<file path="config.mk">
export PLATFORM = sky130hd
export DESIGN_NAME = gpio_bank_irq
export DESIGN_NICKNAME = d
export VERILOG_FILES = /design/src/rtl/gpio_bank_pkg.sv /design/src/rtl/gpio_bank_sync.sv /design/src/rtl/gpio_bank_sense.sv /design/src/rtl/gpio_bank_drive.sv /design/src/rtl/gpio_bank_irq.sv
export SDC_FILE = /design/constraint.sdc
export NUM_CORES = 1
export LEC_CHECK = 0
export BUFFER_PORTS_ARGS = -buffer_cell sky130_fd_sc_hd__buf_2
export CORE_MARGIN = 4
export CORE_UTILIZATION = 52
export CTS_CLUSTER_DIAMETER = 80
export DETAILED_ROUTE_END_ITERATION = 6
export GPL_ROUTABILITY_DRIVEN = 0
export PLACE_DENSITY = 0.81
export SYNTH_ARGS = -nofsm -noshare
export SYNTH_HDL_FRONTEND = slang
export SYNTH_SLANG_ARGS = --single-unit
</file>
<file path="constraint.sdc">
create_clock -name clk -period 1.8 [get_ports clk]
set_input_delay 0.18 -clock clk [delete_from_list [all_inputs] [get_ports clk]]
set_output_delay 0.18 -clock clk [all_outputs]
set_load 0.05 [all_outputs]
</file>
<file path="src/rtl/gpio_bank_pkg.sv">
package gpio_bank_pkg;

    // Byte offsets of the bank registers; software decodes these.
    localparam int unsigned OFS_DIN    = 32'h00;
    localparam int unsigned OFS_DOUT   = 32'h04;
    localparam int unsigned OFS_OE     = 32'h08;
    localparam int unsigned OFS_STYPE  = 32'h0C;
    localparam int unsigned OFS_SDUAL  = 32'h10;
    localparam int unsigned OFS_SPOL   = 32'h14;
    localparam int unsigned OFS_MASK   = 32'h18;
    localparam int unsigned OFS_RAW    = 32'h1C;
    localparam int unsigned OFS_MST    = 32'h20;
    localparam int unsigned OFS_CLR    = 32'h24;
    localparam int unsigned OFS_PDIR   = 32'h34;
    localparam int unsigned OFS_PEN    = 32'h38;
    localparam int unsigned OFS_DRV0   = 32'h58;
    localparam int unsigned REG_STRIDE = 4;

    // Per-pin sensing selection.
    typedef struct packed {
        logic level;   // 1: level sensed, 0: edge sensed
        logic dual;    // edge mode only: both edges
        logic pol;     // 1: rising / high, 0: falling / low
    } sense_cfg_t;

endpackage

</file>
<file path="src/rtl/gpio_bank_sync.sv">
module gpio_bank_sync #(
    parameter int W = 32
) (
    input  logic         clk,
    input  logic         rst_n,
    input  logic [W-1:0] d,
    output logic [W-1:0] q,
    output logic [W-1:0] q_prev
);

    logic [W-1:0] meta_q;

    // Two flops for metastability, a third keeps last cycle's value
    // so the detectors can compare current against previous.
    always_ff @(posedge clk or negedge rst_n) begin
        if (!rst_n) begin
            meta_q <= '0;
            q      <= '0;
            q_prev <= '0;
        end else begin
            meta_q <= d;
            q      <= meta_q;
            q_prev <= q;
        end
    end

endmodule

</file>
<file path="src/rtl/gpio_bank_sense.sv">
module gpio_bank_sense
    import gpio_bank_pkg::*;
(
    input  logic       clk,
    input  logic       rst_n,
    input  logic       cur,
    input  logic       prev,
    input  sense_cfg_t cfg,
    input  logic       clr,
    output logic       status_q
);

    logic rise;
    logic fall;
    logic edge_hit;
    logic level_hit;
    logic hit;

    assign rise      = cur & ~prev;
    assign fall      = ~cur & prev;
    assign level_hit = (cur == cfg.pol);

    always_comb begin
        if (cfg.dual) begin
            edge_hit = rise | fall;
        end else if (cfg.pol) begin
            edge_hit = rise;
        end else begin
            edge_hit = fall;
        end
    end

    assign hit = cfg.level ? level_hit : edge_hit;

    // A new event overrides a clear landing on the same edge.
    always_ff @(posedge clk or negedge rst_n) begin
        if (!rst_n) begin
            status_q <= 1'b0;
        end else begin
            status_q <= hit | (status_q & ~clr);
        end
    end

    p_rise_latch_r4: assert property (@(posedge clk) disable iff (!rst_n)
        (!cfg.level && !cfg.dual && cfg.pol && cur && !prev) |=> status_q);

    p_fall_latch_r4: assert property (@(posedge clk) disable iff (!rst_n)
        (!cfg.level && !cfg.dual && !cfg.pol && !cur && prev) |=> status_q);

    p_dual_latch_r5: assert property (@(posedge clk) disable iff (!rst_n)
        (!cfg.level && cfg.dual && (cur != prev)) |=> status_q);

    p_level_hold_r6: assert property (@(posedge clk) disable iff (!rst_n)
        (cfg.level && (cur == cfg.pol)) |=> status_q);

    p_clear_quiet_r7: assert property (@(posedge clk) disable iff (!rst_n)
        (clr && !cfg.level && (cur == prev)) |=> !status_q);

    p_sticky_r7: assert property (@(posedge clk) disable iff (!rst_n)
        (status_q && !clr) |=> status_q);

endmodule

</file>
<file path="src/rtl/gpio_bank_drive.sv">
module gpio_bank_drive
    import gpio_bank_pkg::*;
#(
    parameter int          NPINS   = 32,
    parameter int          DS_BITS = 3,
    parameter int          ADDR_W  = 9,
    parameter int unsigned BASE    = OFS_DRV0
) (
    input  logic                       clk,
    input  logic                       rst_n,
    input  logic [ADDR_W-1:0]          bus_addr,
    input  logic                       bus_we,
    input  logic [NPINS-1:0]           bus_wdata,
    output logic                       rd_hit,
    output logic [NPINS-1:0]           rd_data,
    output logic [NPINS*DS_BITS-1:0]   pad_drive
);

    logic [NPINS-1:0]   plane_q [DS_BITS];
    logic [DS_BITS-1:0] sel;

    generate
        for (genvar p = 0; p < DS_BITS; p++) begin : g_plane
            localparam logic [ADDR_W-1:0] PLANE_ADDR =
                ADDR_W'(BASE + p * REG_STRIDE);

            assign sel[p] = (bus_addr == PLANE_ADDR);

            always_ff @(posedge clk or negedge rst_n) begin
                if (!rst_n) begin
                    plane_q[p] <= '0;
                end else if (bus_we && sel[p]) begin
                    plane_q[p] <= bus_wdata;
                end
            end

            p_plane_write_r10: assert property (@(posedge clk) disable iff (!rst_n)
                (bus_we && bus_addr == PLANE_ADDR) |=> (plane_q[p] == $past(bus_wdata)));
        end

        // Transpose the bit planes into a per-pin code.
        for (genvar n = 0; n < NPINS; n++) begin : g_pin
            for (genvar b = 0; b < DS_BITS; b++) begin : g_bit
                assign pad_drive[n*DS_BITS + b] = plane_q[b][n];
            end
        end
    endgenerate

    always_comb begin
        rd_data = '0;
        for (int p = 0; p < DS_BITS; p++) begin
            if (sel[p]) begin
                rd_data = rd_data | plane_q[p];
            end
        end
    end

    assign rd_hit = |sel;

endmodule

</file>
<file path="src/rtl/gpio_bank_irq.sv">
module gpio_bank_irq
    import gpio_bank_pkg::*;
#(
    parameter int NPINS   = 32,
    parameter int ADDR_W  = 9,
    parameter int DS_BITS = 3
) (
    input  logic                     clk,
    input  logic                     rst_n,
    input  logic [ADDR_W-1:0]        bus_addr,
    input  logic                     bus_we,
    input  logic [NPINS-1:0]         bus_wdata,
    output logic [NPINS-1:0]         bus_rdata,
    input  logic [NPINS-1:0]         pin_in,
    output logic [NPINS-1:0]         pin_out,
    output logic [NPINS-1:0]         pin_oe,
    output logic [NPINS-1:0]         pad_pull_en,
    output logic [NPINS-1:0]         pad_pull_up,
    output logic [NPINS*DS_BITS-1:0] pad_drive,
    output logic                     irq_out
);

    localparam logic [ADDR_W-1:0] A_DIN   = ADDR_W'(OFS_DIN);
    localparam logic [ADDR_W-1:0] A_DOUT  = ADDR_W'(OFS_DOUT);
    localparam logic [ADDR_W-1:0] A_OE    = ADDR_W'(OFS_OE);
    localparam logic [ADDR_W-1:0] A_STYPE = ADDR_W'(OFS_STYPE);
    localparam logic [ADDR_W-1:0] A_SDUAL = ADDR_W'(OFS_SDUAL);
    localparam logic [ADDR_W-1:0] A_SPOL  = ADDR_W'(OFS_SPOL);
    localparam logic [ADDR_W-1:0] A_MASK  = ADDR_W'(OFS_MASK);
    localparam logic [ADDR_W-1:0] A_RAW   = ADDR_W'(OFS_RAW);
    localparam logic [ADDR_W-1:0] A_MST   = ADDR_W'(OFS_MST);
    localparam logic [ADDR_W-1:0] A_CLR   = ADDR_W'(OFS_CLR);
    localparam logic [ADDR_W-1:0] A_PDIR  = ADDR_W'(OFS_PDIR);
    localparam logic [ADDR_W-1:0] A_PEN   = ADDR_W'(OFS_PEN);

    // Control registers
    logic [NPINS-1:0] dout_q;
    logic [NPINS-1:0] oe_q;
    logic [NPINS-1:0] stype_q;
    logic [NPINS-1:0] sdual_q;
    logic [NPINS-1:0] spol_q;
    logic [NPINS-1:0] mask_q;
    logic [NPINS-1:0] pdir_q;
    logic [NPINS-1:0] pen_q;

    // Datapath
    logic [NPINS-1:0] sync_q;
    logic [NPINS-1:0] sync_prev;
    logic [NPINS-1:0] clr_vec;
    logic [NPINS-1:0] raw_st;
    logic [NPINS-1:0] masked_st;
    logic             drv_hit;
    logic [NPINS-1:0] drv_rd;
    sense_cfg_t       cfg_v [NPINS];

    always_ff @(posedge clk or negedge rst_n) begin
        if (!rst_n) begin
            dout_q  <= '0;
            oe_q    <= '0;
            stype_q <= '0;
            sdual_q <= '0;
            spol_q  <= '0;
            mask_q  <= '0;
            pdir_q  <= '0;
            pen_q   <= '0;
        end else if (bus_we) begin
            case (bus_addr)
                A_DOUT:  dout_q  <= bus_wdata;
                A_OE:    oe_q    <= bus_wdata;
                A_STYPE: stype_q <= bus_wdata;
                A_SDUAL: sdual_q <= bus_wdata;
                A_SPOL:  spol_q  <= bus_wdata;
                A_MASK:  mask_q  <= bus_wdata;
                A_PDIR:  pdir_q  <= bus_wdata;
                A_PEN:   pen_q   <= bus_wdata;
                default: ;
            endcase
        end
    end

    assign clr_vec = (bus_we && (bus_addr == A_CLR)) ? bus_wdata : '0;

    gpio_bank_sync #(
        .W (NPINS)
    ) u_sync (
        .clk    (clk),
        .rst_n  (rst_n),
        .d      (pin_in),
        .q      (sync_q),
        .q_prev (sync_prev)
    );

    generate
        for (genvar i = 0; i < NPINS; i++) begin : g_cell
            assign cfg_v[i] = '{level: stype_q[i], dual: sdual_q[i], pol: spol_q[i]};

            gpio_bank_sense u_sense (
                .clk      (clk),
                .rst_n    (rst_n),
                .cur      (sync_q[i]),
                .prev     (sync_prev[i]),
                .cfg      (cfg_v[i]),
                .clr      (clr_vec[i]),
                .status_q (raw_st[i])
            );
        end
    endgenerate

    gpio_bank_drive #(
        .NPINS   (NPINS),
        .DS_BITS (DS_BITS),
        .ADDR_W  (ADDR_W),
        .BASE    (OFS_DRV0)
    ) u_drive (
        .clk       (clk),
        .rst_n     (rst_n),
        .bus_addr  (bus_addr),
        .bus_we    (bus_we),
        .bus_wdata (bus_wdata),
        .rd_hit    (drv_hit),
        .rd_data   (drv_rd),
        .pad_drive (pad_drive)
    );

    assign masked_st = raw_st & mask_q;
    assign irq_out   = |masked_st;

    assign pin_out     = dout_q;
    assign pin_oe      = oe_q;
    assign pad_pull_en = pen_q;
    assign pad_pull_up = pdir_q;

    always_comb begin
        bus_rdata = '0;
        if (drv_hit) begin
            bus_rdata = drv_rd;
        end else begin
            case (bus_addr)
                A_DIN:   bus_rdata = sync_q;
                A_DOUT:  bus_rdata = dout_q;
                A_OE:    bus_rdata = oe_q;
                A_STYPE: bus_rdata = stype_q;
                A_SDUAL: bus_rdata = sdual_q;
                A_SPOL:  bus_rdata = spol_q;
                A_MASK:  bus_rdata = mask_q;
                A_RAW:   bus_rdata = raw_st;
                A_MST:   bus_rdata = masked_st;
                A_PDIR:  bus_rdata = pdir_q;
                A_PEN:   bus_rdata = pen_q;
                default: bus_rdata = '0;
            endcase
        end
    end

    p_oe_write_r2: assert property (@(posedge clk) disable iff (!rst_n)
        (bus_we && bus_addr == A_OE) |=> (pin_oe == $past(bus_wdata)));

    p_dout_write_r2: assert property (@(posedge clk) disable iff (!rst_n)
        (bus_we && bus_addr == A_DOUT) |=> (pin_out == $past(bus_wdata)));

    p_irq_masked_off_r8: assert property (@(posedge clk) disable iff (!rst_n)
        (mask_q == '0) |-> !irq_out);

    p_pull_write_r9: assert property (@(posedge clk) disable iff (!rst_n)
        (bus_we && bus_addr == A_PEN) |=> (pad_pull_en == $past(bus_wdata)));

    p_ro_dout_r11: assert property (@(posedge clk) disable iff (!rst_n)
        (bus_we && (bus_addr == A_RAW || bus_addr == A_MST || bus_addr == A_DIN)) |=> $stable(pin_out));

endmodule

</file>
Word level (Yosys, flattened, before mapping)
Cells that the tools add are included.
{"block": "totals", "register_bits": 480, "output_inout_bits": 257, "wordCells": 468, "input_bits": 76}
{"block": "op_classes", "bitwise": 259, "n_eq_ne": 46, "n_reduce_logical": 15, "muxes": 102}
{"operator": "32-bit case mux with 11 select lines", "n": 1}
{"operator": "32-bit two-way mux", "n": 5}
{"operator": "1-bit AND", "n": 96}
{"operator": "1-bit two-way mux", "n": 96}
{"operator": "1-bit inverter", "n": 96}
{"operator": "1-bit bitwise OR", "n": 64}
{"operator": "32-bit bitwise OR", "n": 2}
{"operator": "9-bit by 5-bit == test with 1-bit output, second input constant", "n": 4}
{"operator": "9-bit by 6-bit == test with 1-bit output, second input constant", "n": 4}
{"operator": "32-bit AND", "n": 1}
{"operator": "1-bit == test", "n": 32}
{"operator": "32-bit OR reduction", "n": 1}
{"operator": "9-bit by 7-bit == test with 1-bit output, second input constant", "n": 3}
{"operator": "9-bit by 4-bit == test with 1-bit output, second input constant", "n": 2}
{"operator": "2-bit AND reduction", "n": 8}
{"operator": "9-bit by 3-bit == test with 1-bit output, second input constant", "n": 1}
{"operator": "9-bit zero test", "n": 1}
{"operator": "1-bit logical AND", "n": 4}
{"operator": "3-bit OR reduction", "n": 1}

Longest topological paths before layout
{"block": "depth", "depth_word": 7, "depth_mapped": 9, "depth_no_buf": 6}

By module
From an unflattened synthesis, not the netlist that was laid out.
{"block": "hier_totals", "hier_cells": 1861, "hier_area_um2": 23578.9}
{"mod": "gpio_bank_irq", "area_each_um2": 13402.9, "instances": 1, "seq_area_each_um2": 6406.1, "cells_per_inst": 1056}
{"mod": "gpio_bank_drive", "area_each_um2": 4490.6, "instances": 1, "seq_area_each_um2": 2402.3, "cells_per_inst": 325}
{"mod": "gpio_bank_sense", "area_each_um2": 102.6, "instances": 32, "seq_area_each_um2": 25.0, "cells_per_inst": 12}
{"mod": "gpio_bank_sync", "area_each_um2": 2402.3, "instances": 1, "seq_area_each_um2": 2402.3, "cells_per_inst": 96}

Worst setup path before layout
Ideal clock, no wire load.
{"block": "synth_timing", "path_kind": "in2out", "from": "input bus_addr[2]", "to": "output bus_rdata[13]", "n_path_buf": 2, "required_ns": 1.620, "path_stages": 7, "slack_ns": -0.451, "t_arrival_ns": 2.071, "path_cell_list": "buf_2 > or4_4 > nor4_4 > buf_4 > a21oi_1 > o221ai_1 > nand3b_1"}
{"block": "synth_between", "elab_chain_cells": 7, "elab_cells_between_ends": 22, "cone_classes": "13 x eq/ne; 5 x mux; 2 x bitwise; 2 x reduce/logical"}
{"element": "from (decl)", "line_no": "gpio_bank_irq.sv:10", "source": "input logic [ADDR_W-1:0] bus_addr,"}
{"element": "9-bit by 7-bit == test with 1-bit output", "line_no": "gpio_bank_drive.sv:27", "source": "assign sel[p] = (bus_addr == PLANE_ADDR);"}
{"element": "32-bit two-way mux", "line_no": "gpio_bank_drive.sv:52", "source": "if (sel[p]) begin"}
{"element": "32-bit bitwise OR", "line_no": "gpio_bank_drive.sv:53", "source": "rd_data = rd_data | plane_q[p];"}
{"element": "32-bit two-way mux", "line_no": "gpio_bank_drive.sv:52"}
{"element": "32-bit bitwise OR", "line_no": "gpio_bank_drive.sv:53"}
{"element": "32-bit two-way mux", "line_no": "gpio_bank_drive.sv:52"}
{"element": "32-bit two-way mux (*)", "line_no": "gpio_bank_irq.sv:135", "source": "if (drv_hit) begin"}
{"element": "to (decl)", "line_no": "gpio_bank_irq.sv:13", "source": "output logic [NPINS-1:0] bus_rdata,"}
Every way passes the cells marked *; elsewhere a longest branch is shown, timed or not.

Worst setup path after layout
{"block": "layout_timing", "from": "register g_cell[20].u_sense.status_q", "to": "output irq_out"}
{"block": "layout_between", "elab_chain_cells": 2}
{"element": "from (decl)", "line_no": "gpio_bank_sense.sv:10", "source": "output logic status_q"}
{"element": "from (signal assigned)", "line_no": "gpio_bank_sense.sv:40", "source": "status_q <= hit | (status_q & ~clr);"}
{"element": "32-bit AND", "line_no": "gpio_bank_irq.sv:125", "source": "assign masked_st = raw_st & mask_q;"}
{"element": "32-bit OR reduction", "line_no": "gpio_bank_irq.sv:126", "source": "assign irq_out = |masked_st;"}
{"element": "to (decl)", "line_no": "gpio_bank_irq.sv:20", "source": "output logic irq_out"}
No other way between the ends.

==> results_dict.tcl <==
set metrics [dict create \
    hold_viol 0 \
    drc 0 \
    die_h_um 218.7 \
    final_core_util_pct 72.36 \
    worstPathRequired_ps 1620 \
    hpwl_um 58810 \
    met1_usage_pct 45.75 \
    port_buffers 332 \
    cp-start-kind "flip-flop" \
    overflow 0 \
    cts_buffers 49 \
    seq_area_frac_synth_pct 52.02 \
    vias_per_cell 6.560 \
    yosysWarningCount 0 \
    worstPathMaxFanout 2 \
    slew_headroom_pct 44.95 \
    ys.flop_type "dfrtp_1" \
    antenna_found_initial 1 \
    clk_pin_slew_ps 60 \
    dp_slack_ps -562.1 \
    syn2layout_area_growth_pct 36.18 \
    critical-path-top-delay-family "simple AND/OR/NAND/NOR gates" \
    drive_gt1_share_pct 53.32 \
    ys_ff_latch 480 \
    slowest_delay_ps 610 \
    maxClockFrequency_ghz 0.3780 \
    cts.sink_count 480 \
    finalMaxSlewViolations 0 \
    dr_total_vias 19950 \
    path_buf_inv 2 \
    htreeDepth 2 \
    num_rows 76 \
    nets 2562 \
    insertion_delay_ps 590 \
    p_per_area_mw_per_mm2 777.2 \
    start_util_pct 53.14 \
    grt_busiest_layer "met2" \
    syn_area_mm2 0.02309 \
    cts_tree "built" \
    min_period_over_period_pct 147.0 \
    pin_count 333 \
    rsz0062_at_grt "yes" \
    timing.final.ws_setup_ps -845.2 \
    min_path_type "in2reg" \
    grt_max_degree 77 \
    core_mm2 0.04346 \
    avgSynthCellArea_um2 13.09 \
    setup_viol 33 \
    grt_pass1_vias 20681 \
    grt_use_met2_pct 55.87 \
    crit_chain "a22o_1 -> a221oi_2 -> buf_4 -> nand3_4 -> or4_4 -> buf_8" \
    cts_buffer_depth 3 \
    wl_per_cell_um 29.43 \
    async_flop_share_pct 100.0 \
    dieArea_mm2 0.04784 \
    leakage_nw 16.10 \
    violations "negative setup slack" \
    worst_slew_pin_slew_ps 824.1 \
    status "finished with violations" \
    syn_nets 1904 \
    fin_area_mm2 0.03145 \
    clock_skew_ps 10.05 \
    slowest_stage "or4_4" \
    initialDrtViolationCount 2668 \
    antenna_left 0 \
    synth.distinct_cells 65 \
    grt_use_total_pct 36.06 \
    peakVddDrop_uv 710.4 \
    tns_ps -15800 \
    die_x_um 218.7 \
    grt_pass1_wl_um 129800 \
    max_cap_violations 0 \
    end_kind "output port" \
    synthCells 1764 \
    routed_wl_um 89490 \
    firstDrtPassIters 6 \
    critPathKind "reg2out" \
    synth-edff-count 0 \
    crit_arrival_ps 2470 \
    root_buffer "clkbuf_16" \
    post_dp_cell_area_mm2 0.02791 \
    timing.final.crit_period_ps 2645 \
    use_met3_pct 9.330 \
]
==> worst reg2reg max path: cells and delay by family (launching register included) <==
family	cells	cell delay, ps
AO/OA/AOI/OAI	3	680
flip-flops	1	450
adder cells (fa/ha/maj)	1	210
buffers and inverters	1	120
AND/OR/NAND/NOR	1	140
==> flip-flops by register name (all words and copies together) (netlist names) <==
register,cells
u_drive.pad_drive,96
g_cell.u_sense.status_q,32
mask_q,32
pad_pull_en,32
pad_pull_up,32
pin_oe,32
pin_out,32
sdual_q,32
spol_q,32
stype_q,32
u_sync.meta_q,32
u_sync.q,32
u_sync.q_prev,32
==> placed cells by master (no fill, tap or decap), types with 11 or more instances in the layout <==
cell	count
a211oi_1	65
a21oi_1	14
a221o_1	34
a221oi_2	19
a22o_1	24
a22oi_1	43
a22oi_2	21
buf_12	53
buf_2	291
buf_4	286
buf_6	34
buf_8	19
clkbuf_16	49
clkinv_2	11
dfrtp_1	471
dlygate4sd3_1	49
ha_1	64
inv_1	68
mux2_2	272
mux2_4	96
mux2i_1	47
nand2_1	68
nand2_2	15
nand3_2	14
nor2_1	27
nor2b_1	33
o22ai_1	18
xnor2_1	32
==> cell families after synthesis <==
family          share of synthesized area, %
buf+inv                                3.928
fa+ha+maj                              3.468
flops                                  52.02
xor+xnor                               1.214
compound gates                         11.10
simple gates                           5.538
mux                                    22.73
==> stage by stage <==
stage	std cells	hold slack, ps	power (mW)
after CTS	3023	0.7342	24.24
after floorplan	1764	-115.6	12.94
after detailed placement	2850	104.4	14.11
after global placement	2850	103.0	14.01
final	3041	14.93	24.44
after global routing	3041	19.69	25.04
==> final timing paths <==
path,slack [ps],depth (start not counted),endpoint,startpoint
worst max-delay path,-850,6,irq_out,g_cell[20].u_sense.status_q
worst min-delay path,10,3,g_cell[6].u_sense.status_q,bus_wdata[6]
worst max register to register,90,6,g_cell[9].u_sense.status_q,u_sync.q[9]
worst min register to register,350,0,u_sync.q[17],u_sync.meta_q[17]
max in group asynchronous,930,3,g_cell[4].u_sense.status_q,rst_n
min in group asynchronous,80,2,u_drive.pad_drive[3],rst_n
==> synth_stat cells, types with 4 or more instances <==
library cell,number,share of area (%)
a32oi_1,8,0.30
a22o_1,24,0.91
clkbuf_1,51,0.83
o2bb2ai_1,7,0.27
mux2_2,278,14
buf_2,50,1.1
a32o_1,7,0.30
nand2_1,81,1.3
o21ai_0,11,0.24
a21oi_1,24,0.52
xnor2_1,32,1.2
a22oi_1,64,2.1
mux2i_1,53,2.3
and3_1,8,0.22
a211oi_1,73,2.4
nor3_1,6,0.13
a221oi_1,21,0.80
nand4_1,6,0.16
buf_6,13,0.63
buf_1,5,0.081
buf_4,6,0.20
nand3_1,28,0.61
o22ai_1,27,0.73
ha_1,64,3.5
nor4b_1,4,0.15
mux4_2,10,0.98
inv_1,68,1.1
nor2b_1,34,0.92
a221o_1,34,1.5
a211o_1,4,0.15
nor2_1,30,0.49
a21o_1,5,0.16
a31oi_1,6,0.16
o221ai_1,6,0.23
mux2_4,90,5.9
dfrtp_1,480,52
==> metal layers <==
layer | vias to the layer above | routed length (µm)
li1 | 7876 | -
met1 | 9931 | 31580
met2 | 1622 | 39630
met3 | 521 | 10950
met4 | 0 | 7330
met5 | - | 0
==> power by group <==
group	internal (mW)	leakage [nW]	switching, mW	total [mW]
clock	5.71	0.760	4.42	10.1
combinational	1.09	9.07	1.76	2.85
sequential	11.1	6.27	0.343	11.5
total	17.9	16.1	6.53	24.4
==> timing repair <==
item	in CTS	in global routing
gates cloned	2	0
pin swaps	56	49
resized for setup	177	77
setup endpoints to repair	33	33
endpoints found under the hold margin	374	0
buffers inserted	39	20
hold buffers	49	0
==> layout make-up <==
type / instances / area [µm²]
antenna: 1 / 2.502
clock buffer: 66 / 1360
clock inverter: 18 / 177.7
fill: 2539 / 12010
inverter: 68 / 255.2
multi-input combinational: 1091 / 11070
sequential: 480 / 12020
tap: 585 / 732.0
timing repair buffer: 732 / 5823
Power figures use the tool's default switching activity.
